$ cat config.mk
export PLATFORM = sky130hd
export DESIGN_NAME = sysreset_hub
export DESIGN_NICKNAME = d
export VERILOG_FILES = /design/src/rtl/rsthub_pkg.sv /design/src/rtl/rsthub_sync.sv /design/src/rtl/rsthub_seq.sv /design/src/rtl/rsthub_cause.sv /design/src/rtl/rsthub_mon.sv /design/src/rtl/sysreset_hub.sv
export SDC_FILE = /design/constraint.sdc
export NUM_CORES = 1
export LEC_CHECK = 0
export CORE_MARGIN = 2
export CORE_UTILIZATION = 60
export DETAILED_ROUTE_END_ITERATION = 8
export DONT_BUFFER_PORTS = 1
export PLACE_DENSITY = 0.76
export SYNTH_ARGS = -nofsm -noshare
export SYNTH_HDL_FRONTEND = slang
export SYNTH_SLANG_ARGS = --single-unit
$ cat constraint.sdc
create_clock -name clk_i -period 3.78 [get_ports clk_i]
set_clock_uncertainty 0.05 [all_clocks]
set_input_delay 0.378 -clock clk_i [delete_from_list [all_inputs] [get_ports clk_i]]
set_output_delay 0.378 -clock clk_i [all_outputs]
set_load 0.02 [all_outputs]
$ cat src/rtl/rsthub_pkg.sv
`timescale 1ns/1ps
package rsthub_pkg;
    localparam int NCAUSE  = 8;
    localparam int CB_POR  = 0;
    localparam int CB_PRES = 1;
    localparam int CB_EXT  = 2;
    localparam int CB_WDT  = 3;
    localparam int CB_SW   = 4;
    localparam int CB_ALV  = 5;
    localparam int CB_DLV  = 6;
    localparam int CB_AHV  = 7;

    // supervisory channels: 0 precise, 1 analog-low, 2 digital-low, 3 analog-high
    localparam int NSUPV   = 4;

    typedef enum logic [1:0] {
        SQ_RUN     = 2'd0,
        SQ_HOLD    = 2'd1,
        SQ_STRETCH = 2'd2
    } seq_state_t;

    typedef enum logic [1:0] {
        MS_IDLE = 2'd0,
        MS_WAKE = 2'd1,
        MS_FIRE = 2'd2
    } mon_state_t;
endpackage

$ cat src/rtl/rsthub_sync.sv
`timescale 1ns/1ps
module rsthub_sync #(
    parameter int              STAGES = 2,
    parameter int              WIDTH  = 1,
    parameter logic [WIDTH-1:0] INIT  = '0
) (
    input  logic             clk_i,
    input  logic             arst_i,
    input  logic [WIDTH-1:0] d_i,
    output logic [WIDTH-1:0] q_o
);
    logic [STAGES-1:0][WIDTH-1:0] chain_q;

    always_ff @(posedge clk_i or posedge arst_i) begin
        if (arst_i) begin
            chain_q <= {STAGES{INIT}};
        end else begin
            chain_q[0] <= d_i;
            for (int i = 1; i < STAGES; i++) begin
                chain_q[i] <= chain_q[i-1];
            end
        end
    end

    assign q_o = chain_q[STAGES-1];
endmodule

$ cat src/rtl/rsthub_seq.sv
`timescale 1ns/1ps
module rsthub_seq
    import rsthub_pkg::*;
#(
    parameter int MIN_CYC = 10
) (
    input  logic clk_i,
    input  logic por_i,
    input  logic req_i,
    output logic rst_o
);
    localparam int CW = (MIN_CYC < 2) ? 1 : $clog2(MIN_CYC + 1);
    localparam logic [CW-1:0] LOAD = CW'(MIN_CYC - 1);

    seq_state_t    state_q, state_d;
    logic [CW-1:0] cnt_q, cnt_d;

    // state register
    always_ff @(posedge clk_i or posedge por_i) begin
        if (por_i) begin
            state_q <= SQ_HOLD;
            cnt_q   <= '0;
        end else begin
            state_q <= state_d;
            cnt_q   <= cnt_d;
        end
    end

    // transitions
    always_comb begin
        state_d = state_q;
        cnt_d   = cnt_q;
        unique case (state_q)
            SQ_RUN: begin
                if (req_i) state_d = SQ_HOLD;
            end
            SQ_HOLD: begin
                if (!req_i) begin
                    state_d = SQ_STRETCH;
                    cnt_d   = LOAD;
                end
            end
            SQ_STRETCH: begin
                if (req_i) begin
                    state_d = SQ_HOLD;
                end else if (cnt_q == '0) begin
                    state_d = SQ_RUN;
                end else begin
                    cnt_d = cnt_q - 1'b1;
                end
            end
            default: state_d = SQ_HOLD;
        endcase
    end

    // outputs: power-on path is asynchronous, release is clocked
    always_comb begin
        rst_o = por_i | (state_q != SQ_RUN);
    end
endmodule

$ cat src/rtl/rsthub_cause.sv
`timescale 1ns/1ps
module rsthub_cause
    import rsthub_pkg::*;
(
    input  logic              clk_i,
    input  logic              por_i,
    input  logic [NCAUSE-1:0] set_i,
    input  logic              clr_we_i,
    input  logic [NCAUSE-1:0] clr_mask_i,
    output logic [NCAUSE-1:0] cause_o
);
    localparam logic [NCAUSE-1:0] POR_CODE = NCAUSE'(1) << CB_POR;

    logic [NCAUSE-1:0] cause_q;
    logic [NCAUSE-1:0] keep;

    always_comb begin
        keep = clr_we_i ? ~clr_mask_i : '1;
    end

    always_ff @(posedge clk_i or posedge por_i) begin
        if (por_i) begin
            cause_q <= POR_CODE;
        end else begin
            cause_q <= (cause_q & keep) | set_i;
        end
    end

    assign cause_o = cause_q;
endmodule

$ cat src/rtl/rsthub_mon.sv
`timescale 1ns/1ps
module rsthub_mon
    import rsthub_pkg::*;
(
    input  logic clk_i,
    input  logic por_i,
    input  logic sleep_i,
    input  logic trip_i,
    input  logic wake_done_i,
    output logic wake_req_o,
    output logic irq_o
);
    mon_state_t state_q, state_d;

    // state register
    always_ff @(posedge clk_i or posedge por_i) begin
        if (por_i) state_q <= MS_IDLE;
        else       state_q <= state_d;
    end

    // transitions
    always_comb begin
        state_d = state_q;
        unique case (state_q)
            MS_IDLE: begin
                if (trip_i) state_d = sleep_i ? MS_WAKE : MS_FIRE;
            end
            MS_WAKE: begin
                if (wake_done_i) state_d = MS_FIRE;
            end
            MS_FIRE: state_d = MS_IDLE;
            default: state_d = MS_IDLE;
        endcase
    end

    // outputs
    always_comb begin
        wake_req_o = 1'b0;
        irq_o      = 1'b0;
        unique case (state_q)
            MS_IDLE: ;
            MS_WAKE: wake_req_o = 1'b1;
            MS_FIRE: irq_o      = 1'b1;
            default: ;
        endcase
    end
endmodule

$ cat src/rtl/sysreset_hub.sv
`timescale 1ns/1ps
module sysreset_hub
    import rsthub_pkg::*;
#(
    parameter int RST_MIN_CYC = 10,
    parameter int SYNC_STAGES = 2
) (
    input  logic              clk_i,
    input  logic              por_i,
    input  logic              pres_i,
    input  logic              ext_rst_n_i,
    input  logic              wdt_expire_i,
    input  logic              sw_rst_i,
    input  logic              alv_i,
    input  logic              dlv_i,
    input  logic              ahv_i,
    input  logic              alv_to_rst_i,
    input  logic              dlv_to_rst_i,
    input  logic              sleep_i,
    input  logic              supv_window_i,
    input  logic              wake_done_i,
    input  logic              cause_clr_we_i,
    input  logic [NCAUSE-1:0] cause_clr_mask_i,
    output logic [NCAUSE-1:0] cause_o,
    output logic              sys_rst_o,
    output logic              irq_o,
    output logic              wake_req_o
);
    localparam int SW = NSUPV + 1;   // bit0 pin, bits 1..4 supervisory levels

    logic [SW-1:0]    raw_in, syn_q;
    logic             por_done_q;
    logic             supv_ok;
    logic             ext_act, ext_prev_q, ext_onset;
    logic [NSUPV-1:0] supv_lvl, supv_prev_q, supv_onset, to_rst;
    logic             req, trip;
    logic [NCAUSE-1:0] set_vec;

    assign raw_in = {ahv_i, dlv_i, alv_i, pres_i, ext_rst_n_i};

    rsthub_sync #(
        .STAGES (SYNC_STAGES),
        .WIDTH  (SW),
        .INIT   (SW'(1))
    ) u_sync (
        .clk_i  (clk_i),
        .arst_i (por_i),
        .d_i    (raw_in),
        .q_o    (syn_q)
    );

    always_ff @(posedge clk_i or posedge por_i) begin
        if (por_i) por_done_q <= 1'b0;
        else       por_done_q <= 1'b1;
    end

    assign supv_ok = por_done_q & (~sleep_i | supv_window_i);
    assign ext_act = ~syn_q[0];

    // per channel mode: precise always resets, analog-high always interrupts
    assign to_rst = {1'b0, dlv_to_rst_i, alv_to_rst_i, 1'b1};

    for (genvar c = 0; c < NSUPV; c++) begin : g_supv
        assign supv_lvl[c] = syn_q[c+1] & supv_ok;

        always_ff @(posedge clk_i or posedge por_i) begin
            if (por_i) supv_prev_q[c] <= 1'b0;
            else       supv_prev_q[c] <= supv_lvl[c];
        end

        assign supv_onset[c] = supv_lvl[c] & ~supv_prev_q[c];
    end

    always_ff @(posedge clk_i or posedge por_i) begin
        if (por_i) ext_prev_q <= 1'b0;
        else       ext_prev_q <= ext_act;
    end
    assign ext_onset = ext_act & ~ext_prev_q;

    assign req  = ext_act | wdt_expire_i | sw_rst_i | (|(supv_lvl & to_rst));
    assign trip = |(supv_onset & ~to_rst);

    always_comb begin
        set_vec          = '0;
        set_vec[CB_PRES] = supv_onset[0];
        set_vec[CB_EXT]  = ext_onset;
        set_vec[CB_WDT]  = wdt_expire_i;
        set_vec[CB_SW]   = sw_rst_i;
        set_vec[CB_ALV]  = supv_onset[1];
        set_vec[CB_DLV]  = supv_onset[2];
        set_vec[CB_AHV]  = supv_onset[3];
    end

    rsthub_seq #(
        .MIN_CYC (RST_MIN_CYC)
    ) u_seq (
        .clk_i (clk_i),
        .por_i (por_i),
        .req_i (req),
        .rst_o (sys_rst_o)
    );

    rsthub_cause u_cause (
        .clk_i      (clk_i),
        .por_i      (por_i),
        .set_i      (set_vec),
        .clr_we_i   (cause_clr_we_i),
        .clr_mask_i (cause_clr_mask_i),
        .cause_o    (cause_o)
    );

    rsthub_mon u_mon (
        .clk_i       (clk_i),
        .por_i       (por_i),
        .sleep_i     (sleep_i),
        .trip_i      (trip),
        .wake_done_i (wake_done_i),
        .wake_req_o  (wake_req_o),
        .irq_o       (irq_o)
    );
endmodule

==> impl_metrics.env <==
export IMPL_outcome="complete, no violations"
export IMPL_dr_pass1_iters=4
export IMPL_via_per_inst=5.855
export IMPL_cts_root_buffer="clkbuf_4"
export IMPL_synth_edf_count=0
export IMPL_antenna_cells=0
export IMPL_slew_headroom_pct=64.65
export IMPL_hold_viol_final=0
export IMPL_reg2reg_slack_ps=1920
export IMPL_gp_congestion=0.7239
export IMPL_syn_area_um2=1297
export IMPL_detail_route_antenna_nets=0
export IMPL_cp_end_kind="primary output"
export IMPL_setup_violations=0
export IMPL_power_frac_seq_pct=56.5
export IMPL_drtIter0Drc=21
export IMPL_cts_setup_buffers=0
export IMPL_p_leak_nw=0.6624
export IMPL_netlist_instances=113
export IMPL_critPathSlowestCell="dlygate4sd3_1"
export IMPL_synth_fp_nets=137
export IMPL_synth_main_ff_cell="dfrtp_1"
export IMPL_drv_slew=0
export IMPL_fillers=149
export IMPL_start_util_pct=64.81
export IMPL_ys_types=38
export IMPL_die_h_um=50.50
export IMPL_core_um2=2002
export IMPL_arrival_ps=1560
export IMPL_drive_gt1_share_pct=13.60
export IMPL_switchingPower_uw=181.4
export IMPL_crit_chain="dlygate4sd3_1, inv_1, buf_4, nand2_1"
export IMPL_ys_seq_area_share_pct=62.10
export IMPL_clkLatencyLatePin_ps=330
export IMPL_mostFrequentLayoutCells="28 x dfrtp_1, 16 x nand2_1, 10 x inv_1"
export IMPL_fin_tns_setup_ps=0
export IMPL_drt_wl_total_mm=2.157
export IMPL_cts_hold_buf=2
export IMPL_tightest_slew_ps=529.2
export IMPL_vias=890
export IMPL_worstPathRequired_ps=3350
export IMPL_layout_commonest_cell="dfrtp_1"
export IMPL_rsz0062_at_grt="no"
export IMPL_combPwrFrac_pct=8.7
export IMPL_io_buffers=0
export IMPL_max_freq_ghz=0.5033
export IMPL_synth_seq_cells=32
export IMPL_syn_mean_instance_area_um2=11.48
export IMPL_io_pins=34
export IMPL_hp_class="primary input to flip-flop"
export IMPL_crit_fanout=33
export IMPL_netSwitchingFraction_pct=25.13
export IMPL_async_flop_share_pct=100.0
export IMPL_min_period_ps=1987
export IMPL_cts_buffers=5
export IMPL_dp_hpwl_mm=1.558
export IMPL_clockBufferDepth=2
export IMPL_crit_type="primary input to primary output"
export IMPL_final_nets=148
export IMPL_grt_max_degree=34
export IMPL_clk_pin_slew_ps=100
export IMPL_ir_drop_mv=0.3986
export IMPL_rows=16
export IMPL_cap_violations=0
export IMPL_htreeDepth=2
export IMPL_cts_resized_gates=0
export IMPL_die_area_um2=2550
export IMPL_cts_tree="built"
export IMPL_die_w_um=50.50
export IMPL_grt_pass1_wl_mm=3.663
export IMPL_post_route_util_pct=73.31
export IMPL_max_stage_delay_ps=530
export IMPL_grt_ovfl_total=0
export IMPL_power_frac_clock_pct=34.8
export IMPL_cp_start_kind="primary input"
export IMPL_instances_no_fill=152
export IMPL_internal_power_uw=540.2
export IMPL_post_route_period_util_pct=52.56
export IMPL_power_density_nw_per_um2=491.6
export IMPL_avgRoutedWirePerCell_um=14.19
export IMPL_grt_antenna_before_repair=0
export IMPL_grt_usage_pct=20.47
export IMPL_ys_warnings_count=0
export IMPL_drc=0
export IMPL_syn_to_final_growth_pct=13.11
export IMPL_first_global_vias=827
export IMPL_dp_cells=138
export IMPL_clock_sinks=32
-- final timing paths --
kind / start / to / cells past startpoint
setup / recovery: por_i / sys_rst_o / 4
hold reg to reg: u_sync.chain_q[4] / u_sync.q_o[4] / 0
hold / removal: cause_clr_we_i / u_cause.cause_o[0] / 1
setup reg to reg: u_seq.cnt_q[0] / u_seq.cnt_q[1] / 6
max in group asynchronous: por_i / u_sync.q_o[0] / 3
min in group asynchronous: por_i / u_sync.q_o[4] / 3
-- worst max-delay path: cells and delay by family --
family / cells / cell delay, ps
buf+inv: 3 / 920
simple gates: 1 / 240
-- area by class of cell --
type,count,area [um^2],area share [%]
sequential,32,805.8,54.90
multi-input combinational,68,442.9,30.18
timing repair buffer,7,67.56,4.604
clock inverter,3,42.54,2.899
clock buffer,5,37.54,2.558
inverter,10,37.54,2.558
tap,27,33.78,2.302
-- cell families after synthesis --
group / share of synthesized area, %
compound gates: 13.31
fa+ha+maj: 0.9642
buf+inv: 3.761
flops: 62.10
mux: 0.7715
other cells: 0.2890
simple gates: 18.81
-- cell usage after synthesis, drive strengths merged, types with 2 or more instances --
cell type | instances | area share [%]
dfrtp | 28 | 54
nand2 | 16 | 4.6
inv | 10 | 2.9
nor2 | 5 | 1.4
nor2b | 5 | 2.4
and3 | 4 | 2.0
dfstp | 4 | 8.1
a21o | 3 | 1.7
a41oi | 3 | 2.6
clkbuf | 3 | 0.87
o21ai | 3 | 1.2
a211oi | 2 | 1.2
a22o | 2 | 1.4
and4 | 2 | 1.4
nor3b | 2 | 1.2
nor4b | 2 | 1.4
or3b | 2 | 1.4
-- state kept, by name, indices dropped and copies added (netlist names) --
name and count:
ext_prev_q 1, por_done_q 1, supv_prev_q 4, u_cause.cause_o 8
u_mon.state_q 2, u_seq.cnt_q 4, u_seq.state_q 2, u_sync.chain_q 5
u_sync.q_o 5
-- routing by layer --
layer / vias up / part of all wire [%] / routed length, um / global-route usage, %
li1: 423 / - / - / -
met1: 430 / 45 / 962 / 26.23
met2: 33 / 45 / 961 / 28.73
met5: - / 0 / 0 / 0
met4: 0 / 1.7 / 36 / 9.459
met3: 4 / 9.1 / 197 / 10.71
-- power by group through the flow --
stage                     logic (mW)  registers [mW]  clock network (mW)
after global routing          0.0730           0.411               0.275
after CTS                     0.0611           0.407               0.258
after floorplan               0.0524           0.406                   0
after global placement        0.0576           0.412                   0
final                         0.0630           0.407               0.251
after detailed placement      0.0595           0.414                   0
-- metrics by stage --
step | hold WS [ps] | instance area, um^2 | setup WS, ps | total power, mW
floorplan | 281.2 | 1297 | 1963 | 0.4586
global placement | 282.3 | 1328 | 2003 | 0.4701
detailed placement | 287.1 | 1328 | 1963 | 0.4736
CTS | 1.271 | 1428 | 1758 | 0.7261
global route | 44.57 | 1468 | 1680 | 0.7596
finish | 61.47 | 1468 | 1793 | 0.7216
Note: power is estimated with default switching activity, not from simulation.
